## config.mk

```make
export PLATFORM = sky130hd
export DESIGN_NAME = irq_serial_glue
export DESIGN_NICKNAME = d
export VERILOG_FILES = /design/src/rtl/glue_pkg.sv /design/src/rtl/glue_sync.sv /design/src/rtl/glue_level_latch.sv /design/src/rtl/glue_serial_map.sv /design/src/rtl/glue_bank_sel.sv /design/src/rtl/irq_serial_glue.sv
export SDC_FILE = /design/constraint.sdc
export NUM_CORES = 1
export LEC_CHECK = 0
export BUFFER_PORTS_ARGS = -buffer_cell sky130_fd_sc_hd__buf_4
export CORE_AREA = 5 5 42 44
export DETAILED_ROUTE_END_ITERATION = 6
export DIE_AREA = 0 0 47 49
export GPL_ROUTABILITY_DRIVEN = 0
export SYNTH_ARGS = -nofsm -noshare
export SYNTH_HDL_FRONTEND = slang
export SYNTH_SLANG_ARGS = --single-unit
export TNS_END_PERCENT = 30
```

## constraint.sdc

```tcl
create_clock -name clk -period 0.8 [get_ports clk]
set_input_delay 0.04 -clock clk [delete_from_list [all_inputs] [get_ports clk]]
set_output_delay 0.04 -clock clk [all_outputs]
set_load 0.02 [all_outputs]
```

## src/rtl/glue_pkg.sv

```systemverilog
package glue_pkg;

  localparam int BUS_LINES  = 3;
  localparam int BANK_W     = 2;
  localparam int RD_W       = 8;
  localparam int LINE_ATN   = 0;
  localparam int LINE_CLK   = 1;
  localparam int LINE_DATA  = 2;
  localparam int SENSE_CLK  = 6;
  localparam int SENSE_DATA = 7;

  // A pin configured as input reads as pulled up.
  function automatic logic eff_bit(input logic out_v, input logic dir_v);
    return out_v | ~dir_v;
  endfunction

  // Window base bits 15..14 from the select field: the mapping is inverted.
  function automatic logic [BANK_W-1:0] window_bits(input logic [BANK_W-1:0] sel);
    return ~sel;
  endfunction

  // Open-collector wire level: high only when nobody pulls it low.
  function automatic logic wire_level(input logic local_low, input logic ext_level);
    return ~local_low & ext_level;
  endfunction

endpackage

```

## src/rtl/glue_sync.sv

```systemverilog
module glue_sync #(
  parameter int STAGES = 2
) (
  input  logic clk,
  input  logic rst_n,
  input  logic d_async,
  output logic q_sync
);
  localparam int TOP = STAGES - 1;

  logic [TOP:0] chain;

  generate
    if (STAGES == 1) begin : g_single
      always_ff @(posedge clk or negedge rst_n) begin
        if (!rst_n) chain <= '0;
        else        chain <= d_async;
      end
    end else begin : g_multi
      always_ff @(posedge clk or negedge rst_n) begin
        if (!rst_n) chain <= '0;
        else        chain <= {chain[TOP-1:0], d_async};
      end
    end
  endgenerate

  assign q_sync = chain[TOP];
endmodule

```

## src/rtl/glue_level_latch.sv

```systemverilog
module glue_level_latch (
  input  logic clk,
  input  logic rst_n,
  input  logic level_in,
  output logic level_q,
  output logic change_evt
);
  assign change_evt = (level_in != level_q);

  always_ff @(posedge clk or negedge rst_n) begin
    if (!rst_n)          level_q <= 1'b0;
    else if (change_evt) level_q <= level_in;
  end

  assert_hold_R5: assert property (@(posedge clk) disable iff (!rst_n)
    !change_evt |=> $stable(level_q));
endmodule

```

## src/rtl/glue_serial_map.sv

```systemverilog
module glue_serial_map
  import glue_pkg::*;
(
  input  logic [BUS_LINES-1:0] bus_out,
  input  logic [BUS_LINES-1:0] bus_dir,
  input  logic                 clk_ext,
  input  logic                 data_ext,
  output logic [BUS_LINES-1:0] drv_low,
  output logic [RD_W-1:0]      rd_byte
);
  genvar i;
  generate
    for (i = 0; i < BUS_LINES; i++) begin : g_line
      assign drv_low[i] = eff_bit(bus_out[i], bus_dir[i]);
    end
  endgenerate

  logic clk_line, data_line;
  assign clk_line  = wire_level(drv_low[LINE_CLK],  clk_ext);
  assign data_line = wire_level(drv_low[LINE_DATA], data_ext);

  always_comb begin
    rd_byte             = '1;
    rd_byte[SENSE_CLK]  = clk_line;
    rd_byte[SENSE_DATA] = data_line;
  end

  always_comb begin
    if (!drv_low[LINE_CLK] && clk_ext)
      assert_clk_sense_R8: assert (rd_byte[SENSE_CLK]);
    if (!drv_low[LINE_DATA] && data_ext)
      assert_data_sense_R8: assert (rd_byte[SENSE_DATA]);
    if (!bus_dir[LINE_ATN])
      assert_atn_input_R7: assert (drv_low[LINE_ATN]);
  end
endmodule

```

## src/rtl/glue_bank_sel.sv

```systemverilog
module glue_bank_sel
  import glue_pkg::*;
(
  input  logic              clk,
  input  logic              rst_n,
  input  logic [BANK_W-1:0] sel_out,
  input  logic [BANK_W-1:0] sel_dir,
  output logic [BANK_W-1:0] bank_q
);
  logic [BANK_W-1:0] sel_eff;

  genvar i;
  generate
    for (i = 0; i < BANK_W; i++) begin : g_bit
      assign sel_eff[i] = eff_bit(sel_out[i], sel_dir[i]);
    end
  endgenerate

  always_ff @(posedge clk or negedge rst_n) begin
    if (!rst_n) bank_q <= '0;
    else        bank_q <= window_bits(sel_eff);
  end

  assert_bank_load_R9: assert property (@(posedge clk) disable iff (!rst_n)
    1'b1 |=> ((bank_q ^ $past(sel_eff)) == {BANK_W{1'b1}}));
endmodule

```

## src/rtl/irq_serial_glue.sv

```systemverilog
module irq_serial_glue
  import glue_pkg::*;
#(
  parameter int RESTORE_SYNC = 2
) (
  input  logic                 clk,
  input  logic                 rst_n,
  input  logic                 tmr0_int,
  input  logic                 tmr1_int,
  input  logic                 vid_int,
  input  logic                 restore_key,
  input  logic [BUS_LINES-1:0] pa_bus_out,
  input  logic [BUS_LINES-1:0] pa_bus_dir,
  input  logic [BANK_W-1:0]    pa_bank_out,
  input  logic [BANK_W-1:0]    pa_bank_dir,
  input  logic                 bus_clk_ext,
  input  logic                 bus_data_ext,
  output logic                 cpu_irq,
  output logic                 cpu_nmi,
  output logic                 bus_atn_low,
  output logic                 bus_clk_low,
  output logic                 bus_data_low,
  output logic [RD_W-1:0]      pa_rd,
  output logic [BANK_W-1:0]    vid_bank
);
  // Stored video interrupt level.
  logic vid_level_q;
  always_ff @(posedge clk or negedge rst_n) begin
    if (!rst_n) vid_level_q <= 1'b0;
    else        vid_level_q <= vid_int;
  end

  logic restore_sync;
  glue_sync #(.STAGES(RESTORE_SYNC)) u_restore_sync (
    .clk     (clk),
    .rst_n   (rst_n),
    .d_async (restore_key),
    .q_sync  (restore_sync)
  );

  // Named merged sources and change events for the properties.
  logic irq_src, nmi_src, irq_change, nmi_change;
  assign irq_src = tmr0_int | vid_level_q;
  assign nmi_src = tmr1_int | restore_sync;

  glue_level_latch u_irq_latch (
    .clk        (clk),
    .rst_n      (rst_n),
    .level_in   (irq_src),
    .level_q    (cpu_irq),
    .change_evt (irq_change)
  );

  glue_level_latch u_nmi_latch (
    .clk        (clk),
    .rst_n      (rst_n),
    .level_in   (nmi_src),
    .level_q    (cpu_nmi),
    .change_evt (nmi_change)
  );

  logic [BUS_LINES-1:0] drv_low;
  glue_serial_map u_serial (
    .bus_out  (pa_bus_out),
    .bus_dir  (pa_bus_dir),
    .clk_ext  (bus_clk_ext),
    .data_ext (bus_data_ext),
    .drv_low  (drv_low),
    .rd_byte  (pa_rd)
  );
  assign bus_atn_low  = drv_low[LINE_ATN];
  assign bus_clk_low  = drv_low[LINE_CLK];
  assign bus_data_low = drv_low[LINE_DATA];

  glue_bank_sel u_bank (
    .clk     (clk),
    .rst_n   (rst_n),
    .sel_out (pa_bank_out),
    .sel_dir (pa_bank_dir),
    .bank_q  (vid_bank)
  );

  assert_irq_rise_R1: assert property (@(posedge clk) disable iff (!rst_n)
    tmr0_int |=> cpu_irq);
  assert_irq_fall_R1: assert property (@(posedge clk) disable iff (!rst_n)
    (!tmr0_int && !vid_level_q) |=> !cpu_irq);
  assert_vid_store_R2: assert property (@(posedge clk) disable iff (!rst_n)
    vid_int |=> vid_level_q);
  assert_nmi_timer_R3: assert property (@(posedge clk) disable iff (!rst_n)
    tmr1_int |=> cpu_nmi);
  assert_nmi_fall_R3: assert property (@(posedge clk) disable iff (!rst_n)
    (!tmr1_int && !restore_sync) |=> !cpu_nmi);
  assert_irq_event_R5: assert property (@(posedge clk) disable iff (!rst_n)
    $changed(cpu_irq) |-> $past(irq_change));
  assert_nmi_event_R5: assert property (@(posedge clk) disable iff (!rst_n)
    $changed(cpu_nmi) |-> $past(nmi_change));

  always_comb begin
    if (!rst_n) begin
      assert_reset_R10: assert (!cpu_irq && !cpu_nmi && vid_bank == '0);
    end
  end
endmodule

```

**Word level (Yosys, flattened, before mapping)**

Index checks and enable logic that the tools add are counted.

- RAM bits: 0
- Memories kept: 0
- Latch bits: 0
- Output and inout port bits: 15
- Word-level logic and storage cells: 24
- Memory bits (read-only): 0
- Flip-flop bits (word level): 7

- Add/sub/neg operators: 0
- Divide/modulo/power cells: 0
- Muxes and demuxes: 0
- Multipliers: 0
- Order comparisons: 0
- Bitwise gates (word level): 17
- Eq/ne operators: 2
- Shift-type cells: 0
- Reduce and logical (&&, ||, !) cells: 0

Operators by type and width:

| cell | number |
|---|---|
| 1-bit inverter | 7 |
| 1-bit OR | 7 |
| 1-bit bitwise AND | 2 |
| 1-bit != test | 2 |
| 2-bit inverter | 1 |

**Logic depth before layout (Yosys ltp)**

Gate-level depths: netlist of run 1.

- Word-level depth: 4
- Depth in mapped cells: 2

**Hierarchy**

Synthesis of run 1 repeated with hierarchy kept, for this count alone.

- Cells, all modules: 29
- Area, all modules: 340.3 µm²

Modules (own cells, without submodules):

| module | instances | seq. area each (µm²) | area an instance (µm²) | cells each |
|---|---|---|---|---|
| glue_serial_map | 1 | 0.0 | 100.1 | 14 |
| glue_bank_sel | 1 | 50.0 | 77.6 | 4 |
| glue_level_latch | 2 | 25.0 | 37.5 | 3 |
| glue_sync | 1 | 50.0 | 50.0 | 2 |
| irq_serial_glue | 1 | 25.0 | 37.5 | 3 |

**Worst setup path after synthesis of run 1**

OpenSTA, ideal clock, no wires.

- Path type: reg-to-reg
- Start: reg vid_level_q
- End: reg u_irq_latch.level_q
- Data arrival time: 0.535 ns
- Cell stages (with the launch flop): 2
- Path slack: 0.141 ns
- Required time: 0.676 ns
- Clock period less this slack: 0.659 ns
- Cell sequence: dfrtp_1 -> or2_1

- Cells in the longest elaborated chain, start to end: 2

RTL lines:

| element | line | text |
|---|---|---|
| start, declared | irq_serial_glue.sv:27 | `logic vid_level_q;` |
| start signal, assigned | irq_serial_glue.sv:30 | `else vid_level_q <= vid_int;` |
| 1-bit OR (*) | irq_serial_glue.sv:43 | `assign irq_src = tmr0_int \| vid_level_q;` |
| 1-bit != test | glue_level_latch.sv:8 | `assign change_evt = (level_in != level_q);` |
| end signal, assigned | glue_level_latch.sv:12 | `else if (change_evt) level_q <= level_in;` |
| end, declared | glue_level_latch.sv:5 | `output logic level_q,` |

Mark *: on every way between the ends. The rest lies on a longest branch, timed or not.
A chain may end at the register's enable or synchronous reset.

**Final worst setup path of run 1**

- Start: reg u_nmi_latch.level_q
- End: out cpu_nmi

RTL lines:

| element | line | text |
|---|---|---|
| start, declared | glue_level_latch.sv:5 |  |
| start signal, assigned | glue_level_latch.sv:12 |  |
| end, declared | irq_serial_glue.sv:19 | `output logic cpu_nmi,` |

No word-level cell between the ends.

==> impl_metrics.xml, run 1 <==
<?xml version="1.0" encoding="UTF-8"?>
<metrics>
  <group name="clock_network">
    <metric name="cts_buffers" unit="">3</metric>
    <metric name="insertion_delay" unit="ps">250</metric>
    <metric name="cts.sinks" unit="">7</metric>
    <metric name="ctsHtreeMaxLevel" unit="">1</metric>
    <metric name="clock_tree.root_cell" unit="">clkbuf_4</metric>
    <metric name="cts_buffer_depth" unit="">2</metric>
    <metric name="clock_transition_at_path_regs" unit="ps">50</metric>
    <metric name="cts_tree" unit="">done</metric>
  </group>
  <group name="synthesis">
    <metric name="synth_sequential_area_ratio" unit="%">58.33</metric>
    <metric name="compound_gate_fraction_of_synth_area" unit="%">0</metric>
    <metric name="synth_cell_types" unit="">7</metric>
    <metric name="yosysTopAreaCellShare" unit="%">58.33</metric>
    <metric name="ys.warnings.count" unit="">0</metric>
    <metric name="yosys-top-cells-area" unit="">dfrtp_1, buf_4, nand2b_1, and3b_1, nor2b_1</metric>
    <metric name="synth_top_family_by_area" unit="">simple AND/OR/NAND/NOR gates</metric>
    <metric name="avgSynthCellArea" unit="um2">12.01</metric>
    <metric name="post_synth_inst_count" unit="">25</metric>
    <metric name="post_synth_xor_area_fraction" unit="%">0</metric>
    <metric name="syn_area" unit="um2">300.3</metric>
    <metric name="post-synth-top-area-cell" unit="">dfrtp_1</metric>
    <metric name="synthAdderAreaFrac" unit="%">0</metric>
    <metric name="mux_contribution_to_synthesized_area" unit="%">0</metric>
    <metric name="synth.ff_latch_count" unit="">7</metric>
    <metric name="yosys.area_share.simple" unit="%">20.42</metric>
  </group>
  <group name="global_routing">
    <metric name="pin_count_of_the_biggest_net_entering_global_routing" unit="">8</metric>
    <metric name="first_global_vias" unit="">253</metric>
    <metric name="first_pass_grt_wire_length" unit="um">959</metric>
    <metric name="grtUsageTotal" unit="%">6.539</metric>
    <metric name="initial_antenna_violation_count" unit="">0</metric>
    <metric name="grt_overflow" unit="">0</metric>
  </group>
  <group name="detailed_routing">
    <metric name="drtPass1Iterations" unit="">2</metric>
    <metric name="routed-via-count" unit="">277</metric>
    <metric name="drt-met1-wl" unit="um">144</metric>
    <metric name="top_signal_layer_used" unit="">met4</metric>
    <metric name="remaining_drc_errors" unit="">0</metric>
    <metric name="post_drt_via_cell_ratio" unit="">3.693</metric>
    <metric name="routed_wire_length_per_instance" unit="um">9.893</metric>
    <metric name="detail_route.iter0.violations" unit="">2</metric>
    <metric name="routed_wl" unit="um">742</metric>
    <metric name="detailroute.wirelength.met3" unit="um">220</metric>
    <metric name="met2_length" unit="um">371</metric>
    <metric name="antenna_violating_nets_post_route" unit="">0</metric>
  </group>
  <group name="place">
    <metric name="io_buffer_count" unit="">26</metric>
    <metric name="dp_hpwl" unit="um">560.3</metric>
  </group>
  <group name="timing">
    <metric name="report.final.hold_viol_count" unit="">0</metric>
    <metric name="setup_viol" unit="">0</metric>
    <metric name="drv_slew" unit="">0</metric>
    <metric name="tns" unit="ps">0</metric>
    <metric name="skew" unit="ps">1.012</metric>
    <metric name="final_critical_path_share_of_the_clock_period" unit="%">98.91</metric>
    <metric name="grt_setup_unrepaired" unit="">yes</metric>
    <metric name="achievable-frequency" unit="MHz">1264</metric>
    <metric name="min_period" unit="ps">791.3</metric>
  </group>
  <group name="finish">
    <metric name="area_added_between_synthesis_and_finish" unit="%">95.00</metric>
    <metric name="layout.filler_cells" unit="">149</metric>
    <metric name="sequential_cell_area" unit="um2">175.2</metric>
    <metric name="finish.net_count" unit="">78</metric>
    <metric name="finalCoreUtilization" unit="%">41.79</metric>
    <metric name="n_antenna_cell" unit="">0</metric>
    <metric name="mostFrequentLayoutCells" unit="">buf_4, dlygate4sd3_1, dfrtp_1</metric>
    <metric name="layout-drive-gt1-share" unit="%">49.15</metric>
    <metric name="multi_input_area" unit="um2">83.83</metric>
    <metric name="final_common_cell" unit="">buf_4</metric>
  </group>
  <group name="worst_setup_path">
    <metric name="critPathLaunchType" unit="">flip-flop</metric>
    <metric name="crit_path_end_kind" unit="">primary output</metric>
    <metric name="timing.critical_path.arrival" unit="ps">750</metric>
    <metric name="cp.required" unit="ps">760</metric>
    <metric name="path_max_fanout" unit="">1</metric>
    <metric name="cpPeakStageDelay" unit="ps">370</metric>
    <metric name="crit_family" unit="">flip-flops</metric>
    <metric name="slowest_stage" unit="">dfrtp_1</metric>
    <metric name="total_buffers_and_inverters_traversed_by_the_critical_path" unit="">1</metric>
    <metric name="timing.critical_path.cells" unit="">buf_6</metric>
    <metric name="critPathKind" unit="">flip-flop to primary output</metric>
  </group>
  <group name="floorplanning">
    <metric name="rows" unit="">14</metric>
    <metric name="floorplan.io_pins" unit="">33</metric>
    <metric name="die_x" unit="um">47</metric>
    <metric name="die_h" unit="um">49</metric>
    <metric name="design.die.area" unit="mm2">0.002303</metric>
    <metric name="core" unit="mm2">0.001401</metric>
    <metric name="start_util" unit="%">21.43</metric>
  </group>
  <group name="power_and_ir_drop">
    <metric name="static-leakage-power" unit="nW">0.3038</metric>
    <metric name="ir_worst_vdd" unit="mV">0.9803</metric>
    <metric name="finalPower" unit="W">0.0009054</metric>
    <metric name="power_density" unit="mW/mm2">1546</metric>
  </group>
  <group name="flow_run">
    <metric name="maxCapViolations" unit="">0</metric>
  </group>
  <group name="run_status">
    <metric name="result_of_the_run" unit="">finished, final reports clean</metric>
  </group>
  <group name="worst_hold_path">
    <metric name="path_class_of_the_lowest_slack_min_delay_path" unit="">input pin to flip-flop</metric>
  </group>
</metrics>
sequential cells by signal, indices dropped and copies added (netlist names):
signal                flops
u_bank.bank_q             2
u_irq_latch.level_q       1
u_nmi_latch.level_q       1
u_restore_sync.chain      2
vid_level_q               1
synth_stat cells:
library cell  count
buf_4             8
dfrtp_1           7
nand2b_1          3
and3b_1           2
nor2b_1           2
or2_1             2
conb_1            1
layer usage:
layer	vias to the layer above	global-route usage (%)
li1	129	-
met1	119	4.977
met2	27	9.050
met3	2	8.856
met4	0	2.765
met5	-	0
cell type report:
class,count,area share (%)
well taps,16,3.419
clock buffers,4,4.487
repair buffers,33,47.86
flip-flops and latches,7,29.91
multi-input cells,15,14.32
report_power, final:
part	internal (W)	switching [W]	total (W)
registers	0.000373	0.00000617	0.000379
clock network	0.000190	0.000129	0.000319
logic	0.000119	0.0000885	0.000207
kinds of logic after synthesis:
group	after synthesis
and+or+nand+nor	9
buffers and inverters	8
DFF	7
other	1
per-stage QoR:
step	setup WS, ps	area [um2]	hold WS (ps)	cells
2_1_floorplan	141.3	319.1	-255.6	30
3_3_place_gp	136.7	474.2	-144.1	64
3_5_place_dp	123.6	474.2	-145.0	64
4_1_cts	-6.187	585.6	7.777	75
5_1_grt	-30.44	585.6	4.672	75
6_report	8.722	585.6	13.72	75
repair_timing:
item                                   in CTS  in global routing
hold buffers                                7                  0
setup endpoints to repair                   4                  4
buffers inserted                            0                  0
endpoints found under the hold margin      13                  0
resized for setup                           4                  0
path summary, 6_finish.rpt:
kind	from	endpoint	slack [ps]	cells past startpoint
worst max-delay path	u_nmi_latch.level_q	cpu_nmi	9	1
worst min-delay path	pa_bank_dir[0]	u_bank.bank_q[0]	10	2
worst max register to register	u_restore_sync.chain[1]	u_nmi_latch.level_q	130	1
worst min register to register	u_restore_sync.chain[0]	u_restore_sync.chain[1]	350	0
max in group asynchronous	rst_n	vid_level_q	540	2
min in group asynchronous	rst_n	u_irq_latch.level_q	140	2
Note: power is estimated with default switching activity, not from simulation.
==> run 2: changes to the inputs <==
--- a/config.mk
+++ b/config.mk
@@ -5,6 +5,7 @@
 export SDC_FILE = /design/constraint.sdc
 export NUM_CORES = 1
 export LEC_CHECK = 0
+export ABC_AREA = 1
 export BUFFER_PORTS_ARGS = -buffer_cell sky130_fd_sc_hd__buf_4
 export CORE_AREA = 5 5 42 44
 export DETAILED_ROUTE_END_ITERATION = 6
==> impl_metrics.xml, run 2 <==
<?xml version="1.0" encoding="UTF-8"?>
<metrics>
  <group name="floorplanning">
    <metric name="floorplan.io_pins" unit="">33</metric>
    <metric name="rows" unit="">14</metric>
    <metric name="die_h" unit="um">49</metric>
    <metric name="start_util" unit="%">22.05</metric>
    <metric name="design.die.area" unit="mm2">0.002303</metric>
    <metric name="core" unit="mm2">0.001401</metric>
    <metric name="die_x" unit="um">47</metric>
  </group>
  <group name="synthesis">
    <metric name="yosys_most_used_dff" unit="">dfrtp_1</metric>
    <metric name="asyncSetResetFlopFracSynth" unit="%">100.0</metric>
    <metric name="synth.ff_latch_count" unit="">7</metric>
    <metric name="synth_cell_types" unit="">8</metric>
    <metric name="syn_area" unit="um2">309.0</metric>
    <metric name="yosysTopAreaCellShare" unit="%">56.68</metric>
    <metric name="yosys-top-cells-area" unit="">dfrtp_1, buf_4, inv_1, nor2_1, nand2_2</metric>
    <metric name="avgSynthCellArea" unit="um2">9.658</metric>
    <metric name="post_synth_inst_count" unit="">32</metric>
    <metric name="synth_commonest_cells" unit="">buf_4, dfrtp_1, inv_1, nor2_1</metric>
    <metric name="synth_sequential_area_ratio" unit="%">56.68</metric>
    <metric name="synth-edff-count" unit="">0</metric>
    <metric name="ys.warnings.count" unit="">0</metric>
    <metric name="post-synth-top-count-cell" unit="">buf_4</metric>
    <metric name="post-synth-top-area-cell" unit="">dfrtp_1</metric>
  </group>
  <group name="power_and_ir_drop">
    <metric name="comb_power_share" unit="%">24.0</metric>
    <metric name="static-leakage-power" unit="nW">0.3394</metric>
    <metric name="ir_worst_vdd" unit="mV">0.6906</metric>
    <metric name="finalPower" unit="W">0.0009160</metric>
    <metric name="power.switching" unit="W">0.0002303</metric>
    <metric name="intPower" unit="W">0.0006857</metric>
    <metric name="p_seq_share" unit="%">41.3</metric>
    <metric name="sw_frac_of_total" unit="%">25.14</metric>
    <metric name="power_density" unit="mW/mm2">1491</metric>
    <metric name="p_clk_share" unit="%">34.7</metric>
  </group>
  <group name="timing">
    <metric name="grt_setup_unrepaired" unit="">yes</metric>
    <metric name="min_period" unit="ps">790.5</metric>
    <metric name="setup_viol" unit="">0</metric>
    <metric name="skew" unit="ps">0.1149</metric>
    <metric name="achievable-frequency" unit="MHz">1265</metric>
    <metric name="report.final.hold_viol_count" unit="">0</metric>
    <metric name="drv_slew" unit="">0</metric>
    <metric name="final_critical_path_share_of_the_clock_period" unit="%">98.82</metric>
  </group>
  <group name="clock_network">
    <metric name="clock_tree.root_cell" unit="">clkbuf_4</metric>
    <metric name="cts_buffer_depth" unit="">2</metric>
    <metric name="cts_buffers" unit="">3</metric>
    <metric name="insertion_delay" unit="ps">250</metric>
    <metric name="ctsHtreeMaxLevel" unit="">1</metric>
    <metric name="cts_tree" unit="">done</metric>
    <metric name="cts.sinks" unit="">7</metric>
    <metric name="clock_transition_at_path_regs" unit="ps">50</metric>
  </group>
  <group name="global_routing">
    <metric name="first_global_vias" unit="">305</metric>
    <metric name="grt_overflow" unit="">0</metric>
    <metric name="pin_count_of_the_biggest_net_entering_global_routing" unit="">8</metric>
    <metric name="initial_antenna_violation_count" unit="">0</metric>
    <metric name="grtUsageTotal" unit="%">6.823</metric>
    <metric name="first_pass_grt_wire_length" unit="um">1069</metric>
  </group>
  <group name="detailed_routing">
    <metric name="remaining_drc_errors" unit="">0</metric>
    <metric name="detail_route.iter0.violations" unit="">1</metric>
    <metric name="routed_wl" unit="um">779</metric>
    <metric name="antenna_violating_nets_post_route" unit="">0</metric>
    <metric name="drtPass1Iterations" unit="">2</metric>
    <metric name="routed_wire_length_per_instance" unit="um">9.274</metric>
    <metric name="routed-via-count" unit="">301</metric>
    <metric name="post_drt_via_cell_ratio" unit="">3.583</metric>
  </group>
  <group name="flow_run">
    <metric name="maxCapViolations" unit="">0</metric>
  </group>
  <group name="finish">
    <metric name="layout-drive-gt1-share" unit="%">45.59</metric>
    <metric name="finalCoreUtilization" unit="%">43.84</metric>
    <metric name="finish.net_count" unit="">87</metric>
    <metric name="largest_registers" unit="">u_bank.bank_q: 2 flops, u_restore_sync.chain: 2 flops</metric>
    <metric name="area_added_between_synthesis_and_finish" unit="%">98.79</metric>
    <metric name="n_antenna_cell" unit="">0</metric>
    <metric name="final_common_cell" unit="">buf_4</metric>
    <metric name="mostFrequentLayoutCells" unit="">buf_4, dlygate4sd3_1, inv_1, dfrtp_1, conb_1</metric>
  </group>
  <group name="worst_setup_path">
    <metric name="cpPeakStageDelay" unit="ps">370</metric>
    <metric name="rr_startpoint" unit="">u_restore_sync.chain[1]</metric>
    <metric name="crit_family" unit="">flip-flops</metric>
    <metric name="r2r-end" unit="">u_nmi_latch.level_q</metric>
    <metric name="cp.required" unit="ps">760</metric>
    <metric name="critPathLaunchType" unit="">flip-flop</metric>
    <metric name="critPathKind" unit="">flip-flop to primary output</metric>
    <metric name="total_buffers_and_inverters_traversed_by_the_critical_path" unit="">1</metric>
    <metric name="timing.critical_path.cells" unit="">buf_6</metric>
    <metric name="rr_worst_depth" unit="">1</metric>
    <metric name="path_max_fanout" unit="">1</metric>
    <metric name="timing.critical_path.arrival" unit="ps">750</metric>
    <metric name="timing.reg2reg.setup_slack" unit="ps">120</metric>
    <metric name="slowest_stage" unit="">dfrtp_1</metric>
    <metric name="critPathLaunch" unit="">u_bank.bank_q[1]</metric>
    <metric name="crit_path_end_kind" unit="">primary output</metric>
  </group>
  <group name="place">
    <metric name="io_buffer_count" unit="">26</metric>
    <metric name="dp_hpwl" unit="um">556.9</metric>
  </group>
  <group name="run_status">
    <metric name="result_of_the_run" unit="">finished, final reports clean</metric>
  </group>
  <group name="worst_hold_path">
    <metric name="path_class_of_the_lowest_slack_min_delay_path" unit="">input pin to asynchronous set/reset pin</metric>
  </group>
</metrics>
## run 2: layer usage
metal | global-route usage, % | part of all wire [%]
met2 | 11.31 | 47
met3 | 2.583 | 21
met4 | 6.912 | 0.77
met5 | 0 | 0
met1 | 5.430 | 31
## run 2: kinds of logic after synthesis
family | after synthesis | share of synthesized area (%)
buffers and inverters | 15 | 27.94
flip-flops | 7 | 56.68
other | 1 | 1.213
AND/OR/NAND/NOR | 9 | 14.17
## run 2: how the worst max path moves through the flow
stage	end	slack (ps)	depth (start not counted)
CTS	vid_bank[1]	-1	1
finish	vid_bank[1]	9	1
detailed placement	u_nmi_latch.level_q	120	1
global route	vid_bank[1]	-20	1
global placement	u_nmi_latch.level_q	140	1
floorplan	u_irq_latch.level_q	140	1
## run 2: power by group through the flow
stage          registers [W]  clock network, W  logic [W]
2_1_floorplan       0.000396                 0  0.0000877
3_3_place_gp        0.000382                 0   0.000177
3_5_place_dp        0.000382                 0   0.000180
4_1_cts             0.000378          0.000335   0.000221
5_1_grt             0.000380          0.000340   0.000236
6_report            0.000378          0.000317   0.000220
## run 2: layout make-up
class	count	area (um2)
fillers	148	787.0
multi-input cells	15	66.31
inverters	7	26.28
clock buffers	4	26.28
repair buffers	35	300.3
flip-flops and latches	7	175.2
well taps	16	20.02
## run 2: through the flow
stage	setup TNS [ps]	instances	worst slack (ps)	hold WS (ps)	area, um2
2_1_floorplan	0	37	141.3	-255.6	327.8
3_3_place_gp	0	71	138.2	-146.0	483.0
3_5_place_dp	0	71	122.7	-143.2	483.0
4_1_cts	-1.460	84	-1.460	143.7	614.3
5_1_grt	-47.50	84	-18.64	156.2	614.3
6_report	0	84	9.452	141.6	614.3
## run 2: what timing repair did
item / in CTS / in global routing
gates cloned: 0 / 0
setup endpoints to repair: 4 / 4
resized for setup: 4 / 0
endpoints found under the hold margin: 13 / 0
setup buffers: 0 / 0
hold buffers: 9 / 0
==> run 3: changes to the inputs <==
--- a/config.mk
+++ b/config.mk
@@ -11,6 +11,7 @@
 export DETAILED_ROUTE_END_ITERATION = 6
 export DIE_AREA = 0 0 47 49
 export GPL_ROUTABILITY_DRIVEN = 0
+export PLACE_DENSITY = 0.63
 export SYNTH_ARGS = -nofsm -noshare
 export SYNTH_HDL_FRONTEND = slang
 export SYNTH_SLANG_ARGS = --single-unit
==> constraint.sdc (replaced) <==
create_clock -name clk -period 0.9 [get_ports clk]
set_input_delay 0.045 -clock clk [delete_from_list [all_inputs] [get_ports clk]]
set_output_delay 0.045 -clock clk [all_outputs]
set_load 0.02 [all_outputs]
==> impl_metrics.xml, run 3 (synthesis gave the netlist of run 2 again) <==
<?xml version="1.0" encoding="UTF-8"?>
<metrics>
  <group name="clock_network">
    <metric name="cts_buffers" unit="">3</metric>
    <metric name="postCtsSetupBuffers" unit="">0</metric>
    <metric name="cts.sinks" unit="">7</metric>
    <metric name="quantity_of_gates_resized_following_cts" unit="">0</metric>
    <metric name="clock_transition_at_path_regs" unit="ps">50</metric>
    <metric name="insertion_delay" unit="ps">250</metric>
    <metric name="ctsHtreeMaxLevel" unit="">1</metric>
    <metric name="clock_tree.root_cell" unit="">clkbuf_4</metric>
    <metric name="cts_tree" unit="">done</metric>
    <metric name="cts_buffer_depth" unit="">2</metric>
  </group>
  <group name="timing">
    <metric name="achievable-frequency" unit="MHz">1249</metric>
    <metric name="drv_slew" unit="">0</metric>
    <metric name="report.final.hold_viol_count" unit="">0</metric>
    <metric name="skew" unit="ps">3.491</metric>
    <metric name="post-route-worst-setup-slack" unit="ps">99.68</metric>
    <metric name="min_period" unit="ps">800.3</metric>
    <metric name="tns" unit="ps">0</metric>
    <metric name="setup_viol" unit="">0</metric>
    <metric name="grt_setup_unrepaired" unit="">no</metric>
    <metric name="final_critical_path_share_of_the_clock_period" unit="%">88.92</metric>
  </group>
  <group name="detailed_routing">
    <metric name="post_drt_via_cell_ratio" unit="">3.434</metric>
    <metric name="routed_wire_length_per_instance" unit="um">8.614</metric>
    <metric name="routed-via-count" unit="">285</metric>
    <metric name="routed_wl" unit="um">715</metric>
    <metric name="detail_route.iter0.violations" unit="">1</metric>
    <metric name="antenna_violating_nets_post_route" unit="">0</metric>
    <metric name="drtPass1Iterations" unit="">2</metric>
    <metric name="remaining_drc_errors" unit="">0</metric>
  </group>
  <group name="finish">
    <metric name="n_antenna_cell" unit="">0</metric>
    <metric name="finalCoreUtilization" unit="%">42.05</metric>
    <metric name="mostFrequentLayoutCells" unit="">buf_4, dlygate4sd3_1, inv_1, dfrtp_1, conb_1</metric>
    <metric name="final_common_cell" unit="">buf_4</metric>
    <metric name="finish.cell_count_without_fillers" unit="">83</metric>
    <metric name="finish.net_count" unit="">86</metric>
    <metric name="area_added_between_synthesis_and_finish" unit="%">90.69</metric>
    <metric name="layout-drive-gt1-share" unit="%">46.27</metric>
    <metric name="largest_registers" unit="">u_bank.bank_q: 2 flops, u_restore_sync.chain: 2 flops</metric>
  </group>
  <group name="place">
    <metric name="placedCellCount" unit="">71</metric>
    <metric name="io_buffer_count" unit="">26</metric>
    <metric name="place_worst_setup_slack" unit="ps">222.7</metric>
    <metric name="dp_hpwl" unit="um">543.9</metric>
  </group>
  <group name="floorplanning">
    <metric name="die_x" unit="um">47</metric>
    <metric name="design.die.area" unit="mm2">0.002303</metric>
    <metric name="rows" unit="">14</metric>
    <metric name="floorplan.io_pins" unit="">33</metric>
    <metric name="start_util" unit="%">22.05</metric>
    <metric name="core" unit="mm2">0.001401</metric>
    <metric name="die_h" unit="um">49</metric>
  </group>
  <group name="flow_run">
    <metric name="maxCapViolations" unit="">0</metric>
  </group>
  <group name="worst_setup_path">
    <metric name="timing.critical_path.cells" unit="">buf_4</metric>
    <metric name="slowest_stage" unit="">dfrtp_1</metric>
    <metric name="path_max_fanout" unit="">1</metric>
    <metric name="crit_family" unit="">flip-flops</metric>
    <metric name="cpPeakStageDelay" unit="ps">360</metric>
    <metric name="cp.required" unit="ps">850</metric>
    <metric name="critPathKind" unit="">flip-flop to primary output</metric>
    <metric name="total_buffers_and_inverters_traversed_by_the_critical_path" unit="">1</metric>
    <metric name="timing.critical_path.arrival" unit="ps">760</metric>
    <metric name="critPathLaunchType" unit="">flip-flop</metric>
    <metric name="crit_path_end_kind" unit="">primary output</metric>
  </group>
  <group name="global_routing">
    <metric name="initial_antenna_violation_count" unit="">0</metric>
    <metric name="first_global_vias" unit="">286</metric>
    <metric name="pin_count_of_the_biggest_net_entering_global_routing" unit="">8</metric>
    <metric name="grt_overflow" unit="">0</metric>
    <metric name="grtUsageTotal" unit="%">6.591</metric>
    <metric name="first_pass_grt_wire_length" unit="um">1014</metric>
  </group>
  <group name="power_and_ir_drop">
    <metric name="ir_worst_vdd" unit="mV">0.7084</metric>
    <metric name="static-leakage-power" unit="nW">0.3302</metric>
    <metric name="power_density" unit="mW/mm2">1353</metric>
  </group>
  <group name="worst_hold_path">
    <metric name="path_class_of_the_lowest_slack_min_delay_path" unit="">input pin to flip-flop</metric>
  </group>
  <group name="run_status">
    <metric name="result_of_the_run" unit="">finished, final reports clean</metric>
  </group>
</metrics>
==> run 3: cell types whose count changed in the layout (fill, tap and decap cells not counted) <==
| cell | before | now |
|---|---|---|
| buf_4 | 22 | 26 |
| buf_6 | 4 | 0 |
| dlygate4sd3_1 | 9 | 8 |
==> run 3: what timing repair did <==
action | in CTS | in global routing
hold buffers | 8 | 0
setup endpoints to repair | 0 | 0
hold endpoints to repair | 13 | 0
==> run 3: stage by stage <==
stage	cell area, um2	power (W)	hold WS, ps
after CTS	589.3	0.0008179	2.759
final	589.3	0.0007974	11.36
after global routing	589.3	0.0008454	24.05
after floorplan	327.8	0.0004298	-250.6
after global placement	483.0	0.0004958	-140.2
after detailed placement	483.0	0.0004993	-137.9
==> run 3: cell type report <==
class	instances	area, um2
fillers	146	812.0
repair buffers	34	275.3
flip-flops and latches	7	175.2
multi-input cells	15	66.31
clock buffers	4	26.28
inverters	7	26.28
well taps	16	20.02
==> run 3: final timing paths <==
path | startpoint | end | slack, ps | cells after the start
max | u_bank.bank_q[1] | vid_bank[1] | 100 | 1
min | pa_bank_dir[1] | u_bank.bank_q[1] | 10 | 3
max reg2reg | vid_level_q | u_irq_latch.level_q | 220 | 1
min reg2reg | u_restore_sync.chain[0] | u_restore_sync.chain[1] | 350 | 0
max in group asynchronous | rst_n | u_restore_sync.chain[0] | 630 | 2
min in group asynchronous | rst_n | u_restore_sync.chain[1] | 150 | 2
==> run 3: per-layer routing <==
metal  vias to the layer above  track usage [%]  part of all wire, %
met1                       122            4.484                   31
met5                         -                0                    0
li1                        143                -                    -
met2                        20            11.76                   55
met4                         0            2.765                    0
met3                         0            5.535                   14
==> run 3: power by group <==
part	leakage, nW	switching [W]	internal (W)	total, W
Clock	0.0150	0.000108	0.000169	0.000277
Sequential	0.0813	0.00000357	0.000331	0.000335
Combinational	0.234	0.0000851	0.000101	0.000186
